===== src/rtl/sa4_lookup.sv =====
module sa4_lookup #(
  parameter int ADDR_W   = 16,
  parameter int OFFSET_W = 2,
  parameter int SETS     = 8,
  parameter int DATA_W   = 16
) (
  input  logic              clk,
  input  logic              rst_n,
  input  logic              lk_valid,
  input  logic [ADDR_W-1:0] lk_addr,
  input  logic              fill_valid,
  input  logic [ADDR_W-1:0] fill_addr,
  input  logic [DATA_W-1:0] fill_data,
  output logic              hit,
  output logic [3:0]        hit_way,
  output logic [DATA_W-1:0] hit_data,
  output logic [3:0]        victim_way,
  output logic              multi_hit
);
  localparam int WAYS  = 4;
  localparam int IDX_W = $clog2(SETS);
  localparam int TAG_W = ADDR_W - OFFSET_W - IDX_W;

  logic [WAYS-1:0]   vld_q [SETS];
  logic [2*WAYS-1:0] age_q [SETS];
  logic [TAG_W-1:0]  tag_q [SETS][WAYS];
  logic [DATA_W-1:0] dat_q [SETS][WAYS];

  wire [IDX_W-1:0] lk_idx = lk_addr[OFFSET_W +: IDX_W];
  wire [TAG_W-1:0] lk_tag = lk_addr[ADDR_W-1 -: TAG_W];
  wire [IDX_W-1:0] fl_idx = fill_addr[OFFSET_W +: IDX_W];
  wire [TAG_W-1:0] fl_tag = fill_addr[ADDR_W-1 -: TAG_W];

  function automatic logic [WAYS-1:0] pick(input logic [WAYS-1:0] v, input logic [2*WAYS-1:0] ag);
    pick = '0;
    if (!(&v)) begin
      for (int w = WAYS-1; w >= 0; w--) if (!v[w]) pick = WAYS'(1) << w;
    end else begin
      for (int w = 0; w < WAYS; w++) if (ag[2*w +: 2] == 2'd3) pick[w] = 1'b1;
    end
  endfunction

  function automatic logic [1:0] oh2idx(input logic [WAYS-1:0] oh);
    oh2idx = 2'd0;
    for (int w = 0; w < WAYS; w++) if (oh[w]) oh2idx = 2'(w);
  endfunction

  function automatic logic [2*WAYS-1:0] touch(input logic [2*WAYS-1:0] ag, input logic [1:0] w);
    logic [1:0] a;
    a = ag[2*int'(w) +: 2];
    touch = ag;
    for (int j = 0; j < WAYS; j++)
      if (ag[2*j +: 2] < a) touch[2*j +: 2] = ag[2*j +: 2] + 2'd1;
    touch[2*int'(w) +: 2] = 2'd0;
  endfunction

  logic [WAYS-1:0] lk_match, fl_match, fl_tgt;
  always_comb begin
    for (int w = 0; w < WAYS; w++) begin
      lk_match[w] = vld_q[lk_idx][w] && (tag_q[lk_idx][w] == lk_tag);
      fl_match[w] = vld_q[fl_idx][w] && (tag_q[fl_idx][w] == fl_tag);
    end
    fl_tgt = (|fl_match) ? fl_match : pick(vld_q[fl_idx], age_q[fl_idx]);
  end

  assign hit_way    = lk_valid ? lk_match : '0;
  assign hit        = |hit_way;
  assign multi_hit  = lk_valid && ($countones(lk_match) > 1);
  assign victim_way = pick(vld_q[lk_idx], age_q[lk_idx]);

  always_comb begin
    hit_data = '0;
    for (int w = 0; w < WAYS; w++)
      if (hit_way[w]) hit_data = hit_data | dat_q[lk_idx][w];
  end

  always_ff @(posedge clk) begin
    if (!rst_n) begin
      for (int s = 0; s < SETS; s++) begin
        vld_q[s] <= '0;
        age_q[s] <= {2'd3, 2'd2, 2'd1, 2'd0};
      end
    end else if (fill_valid) begin
      vld_q[fl_idx] <= vld_q[fl_idx] | fl_tgt;
      age_q[fl_idx] <= touch(age_q[fl_idx], oh2idx(fl_tgt));
    end else if (hit) begin
      age_q[lk_idx] <= touch(age_q[lk_idx], oh2idx(hit_way));
    end
  end

  always_ff @(posedge clk) begin
    if (fill_valid) begin
      tag_q[fl_idx][oh2idx(fl_tgt)] <= fl_tag;
      dat_q[fl_idx][oh2idx(fl_tgt)] <= fill_data;
    end
  end

  logic [WAYS-1:0] age_seen;
  always_comb begin
    age_seen = '0;
    for (int w = 0; w < WAYS; w++) age_seen[age_q[lk_idx][2*w +: 2]] = 1'b1;
  end

  AST_HIT_ONEHOT: assert property (@(posedge clk) disable iff (!rst_n) $onehot0(hit_way));
  AST_NO_MULTI: assert property (@(posedge clk) disable iff (!rst_n) !multi_hit);
  AST_VICTIM_ONEHOT: assert property (@(posedge clk) disable iff (!rst_n) $onehot(victim_way));
  AST_AGE_PERM: assert property (@(posedge clk) disable iff (!rst_n) &age_seen);
  AST_FILL_ONEHOT: assert property (@(posedge clk) disable iff (!rst_n) fill_valid |-> $onehot(fl_tgt));
  AST_MISS_HOLD: assert property (@(posedge clk) disable iff (!rst_n)
    (lk_valid && !hit && !fill_valid) |=> $stable(victim_way) || $changed(lk_addr));
endmodule


===== config.mk =====
export PLATFORM = sky130hd
export DESIGN_NAME = sa4_lookup
export DESIGN_NICKNAME = d
export VERILOG_FILES = /design/src/rtl/sa4_lookup.sv
export SDC_FILE = /design/constraint.sdc
export NUM_CORES = 1
export LEC_CHECK = 0
export BUFFER_PORTS_ARGS = -buffer_cell sky130_fd_sc_hd__buf_2
export CORE_ASPECT_RATIO = 1.75
export CORE_UTILIZATION = 60
export CTS_CLUSTER_SIZE = 28
export DETAILED_ROUTE_END_ITERATION = 10
export PLACE_DENSITY = 0.87
export SLEW_MARGIN = 20
export SYNTH_ARGS = -nofsm -noshare
export SYNTH_HDL_FRONTEND = slang
export SYNTH_SLANG_ARGS = --single-unit

===== constraint.sdc =====
create_clock -name clk -period 8.3 [get_ports clk]
set_input_delay 0.415 -clock clk [delete_from_list [all_inputs] [get_ports clk]]
set_output_delay 0.415 -clock clk [all_outputs]
set_load 0.005 [all_outputs]

Word level (Yosys, flattened, before mapping)
Memory sizes are Yosys's and may differ from the RTL's.
Index checks and enable logic that the tools add are counted.
W data, S select, Z words.
{"block": "op_classes", "n_addsub": 13, "multipliers": 0, "n_div": 0, "order_cmp": 11, "eq_ne": 16, "shift": 6, "n_mux": 88, "bitwise_logic": 5, "reduce_logical": 17}
{"operator": "$eq A11 B11 Y1", "n": 8}
{"operator": "$mux W16", "n": 5}
{"operator": "$mux W2", "n": 37}
{"operator": "$neg A3 Y33", "n": 2}
{"operator": "$shift A2 B33 Y8 const A", "n": 2}
{"operator": "$shiftx A2 B33 Y8 const A", "n": 2}
{"operator": "$mux W64", "n": 1}
{"operator": "$mux W4", "n": 13}
{"operator": "$or A16 B16 Y16", "n": 3}
{"operator": "$mux W44", "n": 1}
{"operator": "$demux W16 S2", "n": 1}
{"operator": "$demux W11 S2", "n": 1}
{"operator": "$mux W1", "n": 21}
{"operator": "$add A2 B1 Y2 const B", "n": 8}
{"operator": "$bwmux W8", "n": 2}
{"operator": "$eq A2 B2 Y1 const B", "n": 8}
{"operator": "$lt A2 B2 Y1", "n": 8}
{"operator": "$mux W8", "n": 2}
{"operator": "$reduce_or A8 Y1", "n": 2}
{"operator": "$shiftx A8 B4 Y2", "n": 2}
{"operator": "$reduce_or A4 Y1", "n": 3}
{"operator": "$mux W11", "n": 1}
{"operator": "$logic_and A1 B1 Y1", "n": 10}
{"operator": "$mux W3", "n": 3}
{"operator": "other kinds (8)", "n": 10}
{"block": "word_totals", "regBits": 0, "latch_bits": 0, "mem_bits_rw": 960, "mem_bits_ro": 0, "in_bits": 52, "output_inout_bits": 26, "wordCells": 160, "memories": 4}
{"memory": "dat_q", "depth": 8, "width": 64, "read_ports": 1, "rd_ports_with_merged_regs": 0, "wr": 1, "line": "27", "source": "logic [DATA_W-1:0] dat_q [SETS][WAYS];"}
{"memory": "tag_q", "depth": 8, "width": 44, "read_ports": 2, "rd_ports_with_merged_regs": 0, "wr": 1, "line": "26", "source": "logic [TAG_W-1:0] tag_q [SETS][WAYS];"}
{"memory": "age_q", "depth": 8, "width": 8, "read_ports": 2, "rd_ports_with_merged_regs": 0, "wr": 8, "line": "25", "source": "logic [2*WAYS-1:0] age_q [SETS];"}
{"memory": "vld_q", "depth": 8, "width": 4, "read_ports": 2, "rd_ports_with_merged_regs": 0, "wr": 8, "line": "24", "source": "logic [WAYS-1:0] vld_q [SETS];"}

Depth between registers and ports, before layout
An unclocked memory read counts as a cell.
{"block": "logic_depth", "depth_word": 20, "depth_mapped": 22, "ltp_nobuf": 17}

Worst setup path before layout
Ideal clock, no wire load.
{"block": "synth_path", "path_type": "input to register", "startpoint": "input port fill_addr[2]", "endpoint": "memory dat_q[0][48] in the netlist's numbering (enable)", "setup_time_ns": 0.411, "arrival_time_ns": 4.976, "required_ns": 7.889, "setup_slack_ns": 2.913, "path_stages": 19, "n_path_buf": 8, "path_cell_list": "buf_6 buf_12 buf_8 buf_4 buf_4 buf_4 clkbuf_1 mux2i_1 a21oi_1 o21ai_1 inv_1 ha_1 inv_1 a211o_1 nor4_2 or3_1 or3_1 clkbuf_1 nor2_1"}
{"block": "synth_via", "elab_chain_len": 16, "word_cells_on_any_way": 36, "classes_between": "2 x order compare; 7 x eq/ne; 16 x mux; 1 x bitwise; 7 x reduce/logical; 3 x memory"}
{"item": "from (decl)", "line": "12", "source": "input logic [ADDR_W-1:0] fill_addr,"}
{"item": "parallel branches: the longest is 16 deep, another holds $mem_v2 Z8 W44"}
{"item": "to (decl)", "line": "27"}
Parallel ways; which one is timed is not known. The select of a mux whose other input is x is not followed.

Worst setup path in the final report
{"block": "layout_path", "startpoint": "input port fill_addr[2]", "endpoint": "memory dat_q[3][49] in the netlist's numbering (enable)"}
The elaborated chain is that of the path after synthesis.

==> out/results.txt <==
worst reg2reg path depth = 14
Layout Nets = 2,651
f_max = 154.6 MHz
RSZ-0062 raised after global routing = false
Logic pwr share = 9.7%
post-synth top area cell = edfxtp_1
CP endpoint kind = register
first-pass GRT wire length = 202,800 um
Core Area = 71,890 um^2
gr usage total = 40.12%
CTS Root Cell = clkbuf_16
Hold Path Sink = dat_q[5][18]$_DFFE_PP_
I/O pins = 78
Chip Height = 359.1 um
yosys warns = 0
worst r2r src = tag_q[6][15]$_DFFE_PP_
max-slew violations = 0
total of max-cap violations = 0
clk_lat worst skew = 0.68 ns
Commonest cells post-synth = edfxtp_1, mux4_2, mux2i_1
Worst Path Max Fanout = 66
cell leakage power = 15.86 nW
reg2reg end = age_q[2][7]$_SDFFCE_PN1P_
sw frac = 23.97%
Rel. slew slack = 12.94%
Routed wire per std cell = 40.31 um
vias = 27,240
Finished Core Util = 67.08%
Synth top area share = 65.93%
WS Path Type = input port to register
Worst Skew = 0.03916 ns
non-filler instance count after layout = 3,574
CTS-repair resized insts = 0
pre-CTS setup slack = 1.789 ns
vias per std cell = 7.621
GPL Wtd Cong = 1.024
Reg clk slew, reported paths = 0.07 ns
Flop pwr share = 51.9%
DP HPWL = 85,330 um
final hold slack = 0.2472 ns
largest net degree at the start of global routing = 83
Layout area overhead = 10.29%
Setup Viol. Count Final = 0
status = completed
1st-iter DRT viols = 3,883
Die W = 206.1 um
DRC Markers = 0
clock share of power = 38.5%
Peak VDD IR = 0.2280 mV
Sink Count = 960
fin crit share = 77.95%
Int Pwr = 0.007949 W
WP buf/inv = 3
most frequent cell after synthesis = edfxtp_1
CTS tree = built
# Post-CTS Setup Buffers = 0
Mapped Area = 43,730 um^2
PortBufs = 73
Synthesized Nets = 2,554
Setup TNS = 0 ns
Setup crit start kind = input port
number of synthesized flops with an enable pin = 960
required time worst endpoint = 8.58 ns
H-tree Lvls = 3
final WL = 144,100 um
Syn Inst Count = 2,489
placed insts = 3,426
layout cells sized above 1 = 24.32%
CTS Hold Bufs = 0
crit-path max cell delay = 1.02 ns
Syn Area/Cell = 17.57 um^2
Worst-Margin Slew = 1.301 ns
Primary FF master, synth = edfxtp_1
Cell Chain, Critical Path = clkbuf_8 -> buf_4 -> mux4_2 -> mux2i_1 -> xor2_1 -> nand4_1 -> nor4_1 -> nor4_2 -> or3_1 -> or3_1 -> nor2_4 -> buf_4
CTS Buffer Depth = 3
worst setup margin = 1.830 ns
vias in the first global route = 27,950
slowest CP cell = xor2_1
Initial Util = 60.82%
Synth cell types = 97
drt pass-1 iters = 6
die area = 74,000 um^2
number of buffers created by CTS = 81
Cell Pwr Density = 216.8 nW/um^2
crit path DAT = 6.75 ns
initial antenna violation count = 5
Seq cells post-synth = 960
ys async rst share = 0%
sequential share of the synthesized area = 65.93%
reg-to-reg slack, setup = 2.40 ns
Min Clock Period, post-route = 6.470 ns
Core Rows = 130
largest cells by area after synthesis = edfxtp_1, mux4_2, mux2i_1
total gr overflow = 0
hold path start = fill_data[2]
Psw = 0.002506 W
Post-DRT Antenna Nets = 0
worst hold path class = input port to register
Hold Path Depth = 1
largest delay contributor family on the critical path = simple AND/OR/NAND/NOR gates
Final Hold Fails = 0
-- flip-flops by register name (all words and copies together), names as in the netlist --
signal and count:
age_q 64, dat_q 512, tag_q 352, vld_q 32
-- area by class of cell --
class / count / area [um^2]
sequential: 960 / 28830
clock buffer: 91 / 2150
multi-input combinational: 1353 / 14270
inverter: 39 / 146.4
antenna: 2 / 5.005
tap: 924 / 1156
clock inverter: 54 / 596.8
fill: 4464 / 23670
timing repair buffer: 151 / 1072
-- power by group through the flow --
stage / combinational (W) / clock (W) / sequential (W)
floorplan: 0.000590 / 0 / 0.00551
global placement: 0.000919 / 0 / 0.00552
detailed placement: 0.000946 / 0 / 0.00553
CTS: 0.000962 / 0.00402 / 0.00542
global route: 0.00104 / 0.00417 / 0.00542
finish: 0.00101 / 0.00402 / 0.00542
-- worst max path at each step --
stage	depth (start not counted)	slack (ns)	endpoint	startpoint
4_1_cts	12	2.42	dat_q[3][49]$_DFFE_PP_	fill_addr[2]
2_1_floorplan	19	2.91	dat_q[0][48]$_DFFE_PP_	fill_addr[2]
6_report	12	1.83	dat_q[3][49]$_DFFE_PP_	fill_addr[2]
5_1_grt	12	1.84	dat_q[3][49]$_DFFE_PP_	fill_addr[2]
3_5_place_dp	15	1.79	age_q[2][7]$_SDFFCE_PN1P_	lk_addr[4]
3_3_place_gp	13	1.92	dat_q[0][57]$_DFFE_PP_	fill_addr[2]
-- cell usage in the layout (no fill, tap or decap), drive strengths merged, types with 10 or more instances in the layout --
cell type	Yosys	routed
nand4	18	18
nand2b	15	15
and2	10	10
ha	12	12
edfxtp	960	960
xor2	35	35
a22oi	46	46
mux2i	236	236
nor2	139	139
o22a	20	20
o22ai	26	26
nand3	48	48
a31oi	16	16
o211ai	15	15
mux2	29	29
xnor2	38	38
bufinv	0	11
buf	89	149
nor3	19	19
inv	39	42
nor4	13	13
nand2	112	112
clkinv	0	36
o221ai	31	31
mux4	268	268
a21oi	18	18
or3	14	14
clkbuf	48	93
o21ai	36	36
-- metal layers --
| metal | vias up | wire (um) | track usage (%) |
|---|---|---|---|
| met5 | - | 39 | 0 |
| met1 | 13590 | 41350 | 42.97 |
| met2 | 2443 | 71600 | 65.53 |
| met4 | 6 | 15330 | 34.83 |
| li1 | 10430 | - | - |
| met3 | 764 | 15750 | 9.908 |
-- through the flow --
stage	power, W	area [um^2]
floorplan	0.006105	43730
finish	0.01046	48230
CTS	0.01040	48170
global route	0.01063	48220
global placement	0.006435	45430
detailed placement	0.006472	45430
-- kinds of logic after synthesis --
group           after synthesis  synth area share [%]
buf+inv                     176                 2.086
mux                         533                 19.98
compound gates              284                 5.039
fa+ha+maj                    13                0.3892
simple gates                450                 5.114
xor+xnor                     73                 1.462
flops                       960                 65.93
(Power assumes the default switching activity.)
